## src/rtl/fsu_pkg.sv

```systemverilog
package fsu_pkg;
  localparam int DATA_W    = 16;
  localparam int DLY_W     = 11;
  localparam int FIELD_W   = 4;
  localparam int FIELDS_PR = DATA_W / FIELD_W;
  localparam int ADDR_CTRL = 0;
  localparam int ADDR_STAT = 1;
  localparam int ADDR_OFS0 = 2;

  typedef enum logic [1:0] {MS_IDLE, MS_ARM, MS_COUNT} meas_st_t;

  // half-clock steps for a hit found at rising edge 'clocks'
  function automatic logic [DLY_W-1:0] half_steps(input logic [DLY_W-1:0] clocks,
                                                  input logic on_fall);
    return (clocks << 1) - {{(DLY_W-1){1'b0}}, on_fall};
  endfunction

  function automatic logic [DLY_W-1:0] sat_value();
    return {DLY_W{1'b1}};
  endfunction
endpackage

```

## src/rtl/fsu_skew_meter.sv

```systemverilog
module fsu_skew_meter
  import fsu_pkg::*;
#(
  parameter int FRAME_CLKS = 1000
) (
  input  logic             clk,
  input  logic             rst_n,
  input  logic             start,
  input  logic             mfp,
  input  logic             eval_fp,
  output logic             busy,
  output logic             done,
  output logic [DLY_W-1:0] delay
);
  localparam int CNT_W = $clog2(FRAME_CLKS + 1);

  meas_st_t         st;
  logic [CNT_W-1:0] cyc;
  logic             ev_fall;
  logic             hit_fall, hit_rise, expired;

  // falling-edge sampler of the evaluated pulse
  always_ff @(negedge clk or negedge rst_n) begin
    if (!rst_n) ev_fall <= 1'b0;
    else        ev_fall <= eval_fp;
  end

  assign hit_fall = (st == MS_COUNT) && ev_fall;
  assign hit_rise = (st == MS_COUNT) && !ev_fall && eval_fp;
  assign expired  = (st == MS_COUNT) && !ev_fall && !eval_fp &&
                    (cyc == CNT_W'(FRAME_CLKS));
  assign busy     = (st != MS_IDLE);

  always_ff @(posedge clk or negedge rst_n) begin
    if (!rst_n) begin
      st    <= MS_IDLE;
      cyc   <= '0;
      done  <= 1'b0;
      delay <= '0;
    end else if (start) begin
      st    <= MS_ARM;
      cyc   <= '0;
      done  <= 1'b0;
      delay <= '0;
    end else begin
      case (st)
        MS_ARM: begin
          if (mfp) begin
            st  <= MS_COUNT;
            cyc <= CNT_W'(1);
          end
        end
        MS_COUNT: begin
          if (hit_fall || hit_rise) begin
            delay <= half_steps(DLY_W'(cyc), hit_fall);
            done  <= 1'b1;
            st    <= MS_IDLE;
          end else if (expired) begin
            delay <= sat_value();
            done  <= 1'b1;
            st    <= MS_IDLE;
          end else begin
            cyc <= cyc + CNT_W'(1);
          end
        end
        default: st <= MS_IDLE;
      endcase
    end
  end
endmodule

```

## src/rtl/fsu_lane.sv

```systemverilog
module fsu_lane #(
  parameter int CODE_W = 3
) (
  input  logic              clk,
  input  logic              rst_n,
  input  logic              din,
  input  logic [CODE_W-1:0] code,
  input  logic              half_sel,
  output logic              dout
);
  localparam int DEPTH = 2 ** CODE_W;

  logic             fall_q;
  logic [DEPTH-1:0] pipe;
  logic             src;

  always_ff @(negedge clk or negedge rst_n) begin
    if (!rst_n) fall_q <= 1'b0;
    else        fall_q <= din;
  end

  assign src = half_sel ? fall_q : din;

  always_ff @(posedge clk or negedge rst_n) begin
    if (!rst_n) pipe <= '0;
    else        pipe <= {pipe[DEPTH-2:0], src};
  end

  assign dout = pipe[code];
endmodule

```

## src/rtl/fsu_regs.sv

```systemverilog
module fsu_regs
  import fsu_pkg::*;
#(
  parameter int NSTREAM = 8,
  parameter int ADDR_W  = 4
) (
  input  logic                       clk,
  input  logic                       rst_n,
  input  logic                       wr,
  input  logic [ADDR_W-1:0]          waddr,
  input  logic [DATA_W-1:0]          wdata,
  input  logic [ADDR_W-1:0]          raddr,
  output logic [DATA_W-1:0]          rdata,
  input  logic                       meas_done,
  input  logic [DLY_W-1:0]           meas_delay,
  output logic                       start,
  output logic [NSTREAM*FIELD_W-1:0] cfg
);
  localparam int NREG = (NSTREAM + FIELDS_PR - 1) / FIELDS_PR;

  logic [DATA_W-1:0] ofs [NREG];

  assign start = wr && (waddr == ADDR_W'(ADDR_CTRL)) && wdata[0];

  always_ff @(posedge clk or negedge rst_n) begin
    if (!rst_n) begin
      for (int r = 0; r < NREG; r++) ofs[r] <= '0;
    end else if (wr) begin
      for (int r = 0; r < NREG; r++)
        if (waddr == ADDR_W'(ADDR_OFS0 + r)) ofs[r] <= wdata;
    end
  end

  always_comb begin
    rdata = '0;
    if (raddr == ADDR_W'(ADDR_STAT))
      rdata = {meas_done, {(DATA_W-1-DLY_W){1'b0}}, meas_delay};
    for (int r = 0; r < NREG; r++)
      if (raddr == ADDR_W'(ADDR_OFS0 + r)) rdata = ofs[r];
  end

  for (genvar s = 0; s < NSTREAM; s++) begin : g_cfg
    assign cfg[s*FIELD_W +: FIELD_W] =
      ofs[s / FIELDS_PR][(s % FIELDS_PR)*FIELD_W +: FIELD_W];
  end
endmodule

```

## src/rtl/frame_skew_unit.sv

```systemverilog
module frame_skew_unit
  import fsu_pkg::*;
#(
  parameter int NSTREAM    = 8,
  parameter int FRAME_CLKS = 1000,
  parameter int ADDR_W     = 4
) (
  input  logic               clk,
  input  logic               rst_n,
  input  logic               reg_wr,
  input  logic [ADDR_W-1:0]  reg_waddr,
  input  logic [15:0]        reg_wdata,
  input  logic [ADDR_W-1:0]  reg_raddr,
  output logic [15:0]        reg_rdata,
  input  logic               mfp,
  input  logic               eval_fp,
  input  logic [NSTREAM-1:0] ser_in,
  output logic [NSTREAM-1:0] ser_out
);
  localparam int CODE_W = FIELD_W - 1;

  logic                       start_w;
  logic                       meas_busy;
  logic                       meas_done;
  logic [DLY_W-1:0]           meas_delay;
  logic [NSTREAM*FIELD_W-1:0] lane_cfg;

  fsu_regs #(.NSTREAM(NSTREAM), .ADDR_W(ADDR_W)) u_regs (
    .clk(clk), .rst_n(rst_n), .wr(reg_wr), .waddr(reg_waddr),
    .wdata(reg_wdata), .raddr(reg_raddr), .rdata(reg_rdata),
    .meas_done(meas_done), .meas_delay(meas_delay),
    .start(start_w), .cfg(lane_cfg)
  );

  fsu_skew_meter #(.FRAME_CLKS(FRAME_CLKS)) u_meter (
    .clk(clk), .rst_n(rst_n), .start(start_w), .mfp(mfp),
    .eval_fp(eval_fp), .busy(meas_busy), .done(meas_done),
    .delay(meas_delay)
  );

  for (genvar s = 0; s < NSTREAM; s++) begin : g_lane
    fsu_lane #(.CODE_W(CODE_W)) u_lane (
      .clk(clk), .rst_n(rst_n), .din(ser_in[s]),
      .code(lane_cfg[s*FIELD_W +: CODE_W]),
      .half_sel(lane_cfg[s*FIELD_W + CODE_W]),
      .dout(ser_out[s])
    );
  end
endmodule

```

## config.mk

```make
export PLATFORM = sky130hd
export DESIGN_NAME = frame_skew_unit
export DESIGN_NICKNAME = d
export VERILOG_FILES = /design/src/rtl/fsu_pkg.sv /design/src/rtl/fsu_skew_meter.sv /design/src/rtl/fsu_lane.sv /design/src/rtl/fsu_regs.sv /design/src/rtl/frame_skew_unit.sv
export SDC_FILE = /design/constraint.sdc
export NUM_CORES = 1
export LEC_CHECK = 0
export BUFFER_PORTS_ARGS = -buffer_cell sky130_fd_sc_hd__buf_4
export CORE_MARGIN = 4
export CORE_UTILIZATION = 52
export DETAILED_ROUTE_END_ITERATION = 10
export PLACE_DENSITY_LB_ADDON = 0.12
export SLEW_MARGIN = 10
export SYNTH_ARGS = -nofsm -noshare
export SYNTH_HDL_FRONTEND = slang
export SYNTH_SLANG_ARGS = --single-unit
```

## constraint.sdc

```tcl
create_clock -name clk -period 2.4 [get_ports clk]
set_input_delay 0.12 -clock clk [delete_from_list [all_inputs] [get_ports clk]]
set_output_delay 0.12 -clock clk [all_outputs]
set_load 0.01 [all_outputs]
```

==> results.yml, run 1 <==
status:
  status: "complete, but fails checks"
  violations: "setup timing"
power_and_ir_drop:
  switchingPower_w: 0.00163
  internal-power_w: 0.00460
  p_comb_share_pct: 16.3
  leakagePower_nw: 3.08
  power_density_nw_per_um2: 878
  swShare_pct: 26.2
  p_clk_share_pct: 38.1
  ir_drop_mv: 0.539
  power_frac_seq_pct: 45.6
worst_setup_path:
  cp-start-kind: "flop"
  r2r-end: "u_meter.delay[10]"
  rrSetupSlack_ps: -600
  cp-end-kind: "flop"
  reg2reg_from: "u_meter.ev_fall"
  crit_cells: 6
  worstPathRequired_ps: 2850
  r2r_cells: 6
  path_delay_family: "simple AND/OR/NAND/NOR gates"
  critPathKind: "reg2reg"
  critPathMaxFanout: 3
  worst_path_largest_cell_delay_ps: 470
  crit_buf_inv: 0
  worstPathArrival_ps: 3450
  crit_chain: "and2_4 > ha_4 > or4b_4 > and4bb_2 > xor2_1 > o221a_2"
  crit_slowest_cell: "or4b_4"
yosys:
  ys_seq_area_share_pct: 59.0
  ys_seq_elements: 129
  ys.flop_type: "dfrtp_1"
  syn_area_per_cell_um2: 13.5
  synth_fp_nets: 449
  ys_types: 48
  synth_cells: 406
  netlist_area_um2: 5470
  synth_edf_count: 0
  async_flop_share_pct: 100
  ys_warn_count: 0
route:
  drc: 0
  vias: 3698
  vias_per_cell: 5.61
  ant_nets: 0
  drt-initial-drc-count: 145
  finalWirelength_mm: 12.1
  wl_per_cell_um: 18.4
  firstDrtPassIters: 4
final_layout:
  final_common_cell: "dfrtp_1"
  final_layout_size_suffix_gt1_share_pct: 41.1
  final_cell_mix: "dfrtp_1 (120), buf_4 (82), mux2_2 (48)"
  nets: 553
  final_cells: 659
  antenna_cells: 0
  area_delta_synth_final_pct: 29.7
floorplanning:
  dieArea_um2: 12200
  die_w_um: 111
  io_pins: 61
  core.rowCount: 37
  initial_utilization_pct: 53.2
  core_um2: 10300
  die_y_um: 111
timing:
  fin_ws_ps: -598
  setup_viol: 18
  rsz0062_at_grt: "yes"
  fin_skew_ps: 73.2
  tightest_slew_ps: 569
  slew_headroom_pct: 62.0
  setup_tns_ps: -5340
  hold_viol: 0
  final-max-slew-violation-count: 0
  holdWs_ps: 94.6
min_path:
  hold_path_class: "in2async"
placed_design:
  place_hpwl_mm: 8.07
  place_inst: 598
  portBuffers: 60
  gp_congestion: 0.862
cts:
  cts_tree: "done"
  clock-sinks: 129
  cts_buffers: 17
  cts_htree_levels: 4
  clkTransAtPathRegs_ps: 60
  insertion_delay_ps: 520
  cts_root_buffer: "clkbuf_8"
  clk_path_buf_depth: 2
global_route:
  grt_pass1_vias: 4074
  grt_max_degree: 35
  grt_antenna_before_repair: 0
  grt_pass1_wl_mm: 21.0
  track_usage_pct: 21.7
  overflow: 0
flow_run:
  max_cap_viol_count: 0
## synth_stat cells (2+ instances only)
library cell	number	area (um2)
a31oi_1	7	43.8
and2_1	5	31.3
nand3b_1	3	22.5
nor3b_1	3	22.5
inv_1	6	22.5
or3_1	4	25.0
nor3_1	3	15.0
o221a_2	9	101
nand4_1	3	18.8
a311oi_1	4	35.0
and3_1	3	18.8
nor4_2	3	37.5
buf_2	3	15.0
o21a_1	3	22.5
nor2_1	27	101
ha_1	6	75.1
buf_6	3	33.8
a21oi_1	17	85.1
o21ai_0	17	85.1
clkbuf_1	13	48.8
mux2i_1	5	50.1
mux4_2	16	360
o211a_1	2	20.0
nor4_1	3	18.8
buf_4	8	60.1
dfrtn_1	9	225
xor2_1	6	52.6
nand3_1	6	30.0
nand2_1	23	86.3
mux2_2	48	541
dfrtp_1	120	3000
nand2b_1	2	12.5
## cells by family after synthesis
logic type	after synthesis	share of synthesized area, %
buffers and inverters	33	3.30
adders and majority gates	6	1.37
DFF	129	59.0
xor gates and xnor gates	7	1.12
AOI/OAI and AO/OA	67	8.38
muxes	69	17.4
and+or+nand+nor	95	9.40
## sequential cells by signal (all words and copies together) (netlist names)
signal,cells
u_meter.delay,11
g_lane.u_lane.pipe,64
g_lane.u_lane.fall_q,8
u_meter.st,2
u_meter.done,1
u_regs.cfg,32
u_meter.ev_fall,1
u_meter.cyc,10
## worst register-to-register path, delay by kind of cell (launching register included)
family | cells | cell delay [ps]
and+or+nand+nor | 3 | 930
DFF | 1 | 410
AOI/OAI and AO/OA | 1 | 190
xor gates and xnor gates | 1 | 160
adders and majority gates | 1 | 120
## worst max-delay path by stage
| stage | from | end | slack, ps |
|---|---|---|---|
| 3_5_place_dp | u_meter.ev_fall | u_meter.delay[10] | -680 |
| 4_1_cts | u_meter.ev_fall | u_meter.delay[10] | -590 |
| 2_1_floorplan | u_meter.ev_fall | u_meter.delay[10] | -720 |
| 3_3_place_gp | u_meter.ev_fall | u_meter.delay[10] | -650 |
| 6_report | u_meter.ev_fall | u_meter.delay[10] | -600 |
| 5_1_grt | u_meter.ev_fall | u_meter.delay[10] | -680 |
## power groups by stage
stage | logic [W] | registers (W) | clock network (W)
3_3_place_gp | 0.000927 | 0.00286 | 0
2_1_floorplan | 0.000718 | 0.00278 | 0
5_1_grt | 0.00111 | 0.00290 | 0.00253
4_1_cts | 0.00102 | 0.00284 | 0.00242
6_report | 0.00102 | 0.00284 | 0.00237
3_5_place_dp | 0.000946 | 0.00287 | 0
## timing repair
item	in CTS	in global routing
hold endpoints to repair	93	0
resized for setup	20	6
pin swaps	12	5
buffers inserted	1	2
hold buffers	27	0
endpoints found under the setup margin	22	21
## stage by stage
| stage | util (%) | area, um2 | setup WS, ps | power [W] |
|---|---|---|---|---|
| after detailed placement | 59.6 | 6130 | -679 | 0.00382 |
| after global routing | 69.0 | 7090 | -684 | 0.00654 |
| after global placement | 59.6 | 6130 | -651 | 0.00378 |
| final | 69.0 | 7090 | -598 | 0.00623 |
| after floorplan | - | 5500 | -716 | 0.00349 |
| after CTS | 68.6 | 7050 | -590 | 0.00628 |
## layout make-up
class / instances / area [um2]
Sequential cell: 129 / 3230
Fill cell: 742 / 3180
Inverter: 6 / 22.5
Tap cell: 136 / 170
Clock buffer: 19 / 422
Timing Repair Buffer: 112 / 928
Clock inverter: 13 / 129
Multi-Input combinational cell: 244 / 2190
## per-layer routing
metal	up-vias	routed length [um]	part of all wire, %	track usage [%]
met5	-	0	0	0
met4	0	149	1.2	8.29
met3	13	497	4.1	5.15
met2	83	6160	51	35.0
met1	1903	5340	44	28.8
li1	1699	-	-	-
(Power assumes the default switching activity.)
==> run 2, diff against run 1 <==
--- a/config.mk
+++ b/config.mk
@@ -10,6 +10,7 @@
 export CORE_UTILIZATION = 52
 export DETAILED_ROUTE_END_ITERATION = 10
 export PLACE_DENSITY_LB_ADDON = 0.12
+export SETUP_SLACK_MARGIN = 0.15
 export SLEW_MARGIN = 10
 export SYNTH_ARGS = -nofsm -noshare
 export SYNTH_HDL_FRONTEND = slang
==> run 2 against run 1 <==
Compared with the run above: the flow still finishes with violations (setup timing); hold slack improved by 30 ps; clock skew decreased by 1.5 ps; count of clock-buffer cells in the layout decreased by 1; via count increased by 2.1%; routed wire length increased by 2.4%; clock power about the same; die area unchanged; flip-flop and latch count unchanged; total power increased by 0.46%; sequential share of layout area decreased by 1.2 points; final cell count increased by 1.1%; critical endpoint unchanged.
==> results.yml, run 2 (synthesis gave the netlist of run 1 again) <==
worst_setup_path:
  crit_chain: "and2_4 > ha_4 > or4b_4 > and4bb_2 > xor2_1 > o221a_2"
  worstPathArrival_ps: 3460
  crit_buf_inv: 0
  crit_slowest_cell: "or4b_4"
  crit_end: "u_meter.delay[10]"
  cp-start-kind: "flop"
  reg2reg_from: "u_meter.ev_fall"
  path_delay_family: "simple AND/OR/NAND/NOR gates"
  worstPathRequired_ps: 2840
  startpoint: "u_meter.ev_fall"
  r2r_cells: 6
  rrSetupSlack_ps: -620
  cp-end-kind: "flop"
  critPathMaxFanout: 3
  worst_path_largest_cell_delay_ps: 480
  crit_cells: 6
  critPathKind: "reg2reg"
  r2r-end: "u_meter.delay[10]"
timing:
  slew_headroom_pct: 57.5
  fin_ws_ps: -616
  tightest_slew_ps: 638
  final-max-slew-violation-count: 0
  hold_viol: 0
  fin_skew_ps: 71.7
  setup_viol: 24
  rsz0062_at_grt: "yes"
floorplanning:
  die_y_um: 111
  die_w_um: 111
  initial_utilization_pct: 53.2
  dieArea_um2: 12200
  io_pins: 61
  core_um2: 10300
  core.rowCount: 37
route:
  firstDrtPassIters: 4
  vias: 3774
  ant_nets: 0
  vias_per_cell: 5.67
  drt-initial-drc-count: 205
  wl_per_cell_um: 18.7
  finalWirelength_mm: 12.4
  drc: 0
power_and_ir_drop:
  ir_drop_mv: 0.524
  power.total_w: 0.00626
  power_density_nw_per_um2: 860
  leakagePower_nw: 3.15
placed_design:
  place_hpwl_mm: 8.03
  placed_area_um2: 6140
  portBuffers: 60
  gp_congestion: 0.834
final_layout:
  largest_register: "g_lane.u_lane.pipe"
  finalInstanceArea_um2: 7280
  area_delta_synth_final_pct: 33.2
  final_common_cell: "dfrtp_1"
  nets: 560
  largest_reg_flops: 64
  final_layout_size_suffix_gt1_share_pct: 43.2
  final_cell_mix: "dfrtp_1 (120), buf_4 (82), mux2_2 (48)"
  antenna_cells: 0
cts:
  clock-sinks: 129
  cts_buffers: 17
  clkTransAtPathRegs_ps: 60
  cts_tree: "done"
  clk_path_buf_depth: 2
  cts_root_buffer: "clkbuf_8"
  cts_htree_levels: 4
  insertion_delay_ps: 510
global_route:
  grt_max_degree: 41
  grt_pass1_vias: 4152
  grt_pass1_wl_mm: 21.3
  overflow: 0
  grt_antenna_before_repair: 0
  track_usage_pct: 21.7
status:
  violations: "setup timing"
  status: "complete, but fails checks"
min_path:
  hold_path_class: "in2async"
flow_run:
  max_cap_viol_count: 0
[run 2: cell types whose count changed in the layout (fill, tap and decap cells not counted), sizes merged]
cell,previous run,this run
clkbuf,19,18
clkinv,3,5
inv,10,9
buf,85,92
[run 2: final cells by class]
cell class | count | area (um2)
Sequential cell | 129 | 3230
Fill cell | 709 | 3000
Multi-Input combinational cell | 244 | 2280
Timing Repair Buffer | 119 | 1020
Clock buffer | 18 | 418
Tap cell | 136 | 170
Clock inverter | 14 | 134
Inverter | 6 | 22.5
[run 2: timing repair]
item                                    in CTS  in global routing
cloned                                       1                  0
endpoints found under the hold margin       80                  0
pin swaps                                   13                  9
hold buffers                                27                  0
setup buffers                                7                  0
endpoints found under the setup margin      24                 24
gates resized for setup                     31                 15
[run 2: worst min path at each step]
stage,start,endpoint,depth (start not counted)
after floorplan,rst_n,g_lane[0].u_lane.pipe[0],0
after global placement,rst_n,g_lane[5].u_lane.pipe[5],1
after detailed placement,rst_n,g_lane[5].u_lane.pipe[5],1
after CTS,rst_n,g_lane[7].u_lane.pipe[4],2
after global routing,rst_n,g_lane[5].u_lane.pipe[6],2
final,rst_n,g_lane[5].u_lane.pipe[6],2
[run 2: power by group]
part	internal [W]	total [W]	leakage (nW)	switching, W
registers	0.00255	0.00284	1.55	0.000288
clock network	0.00138	0.00237	0.254	0.000988
logic	0.000671	0.00105	1.35	0.000377
total	0.00460	0.00626	3.15	0.00165
[run 2: metrics by stage]
| stage | utilization (%) | hold slack, ps | TNS (ps) | setup WS, ps | cells |
|---|---|---|---|---|---|
| floorplan | - | -176 | -4750 | -716 | 406 |
| global placement | 59.7 | 128 | -7060 | -651 | 599 |
| detailed placement | 59.7 | 139 | -7750 | -678 | 599 |
| CTS | 69.8 | 123 | -7100 | -615 | 666 |
| global route | 70.8 | 177 | -8590 | -653 | 666 |
| finish | 70.8 | 125 | -7650 | -616 | 666 |
[run 2: routing by layer]
metal	share of wire, %	global-route usage (%)	wire length (um)
met3	3.9	5.04	482
met1	44	28.0	5500
met2	50	35.7	6280
met4	1.4	8.13	173
met5	0	0	0
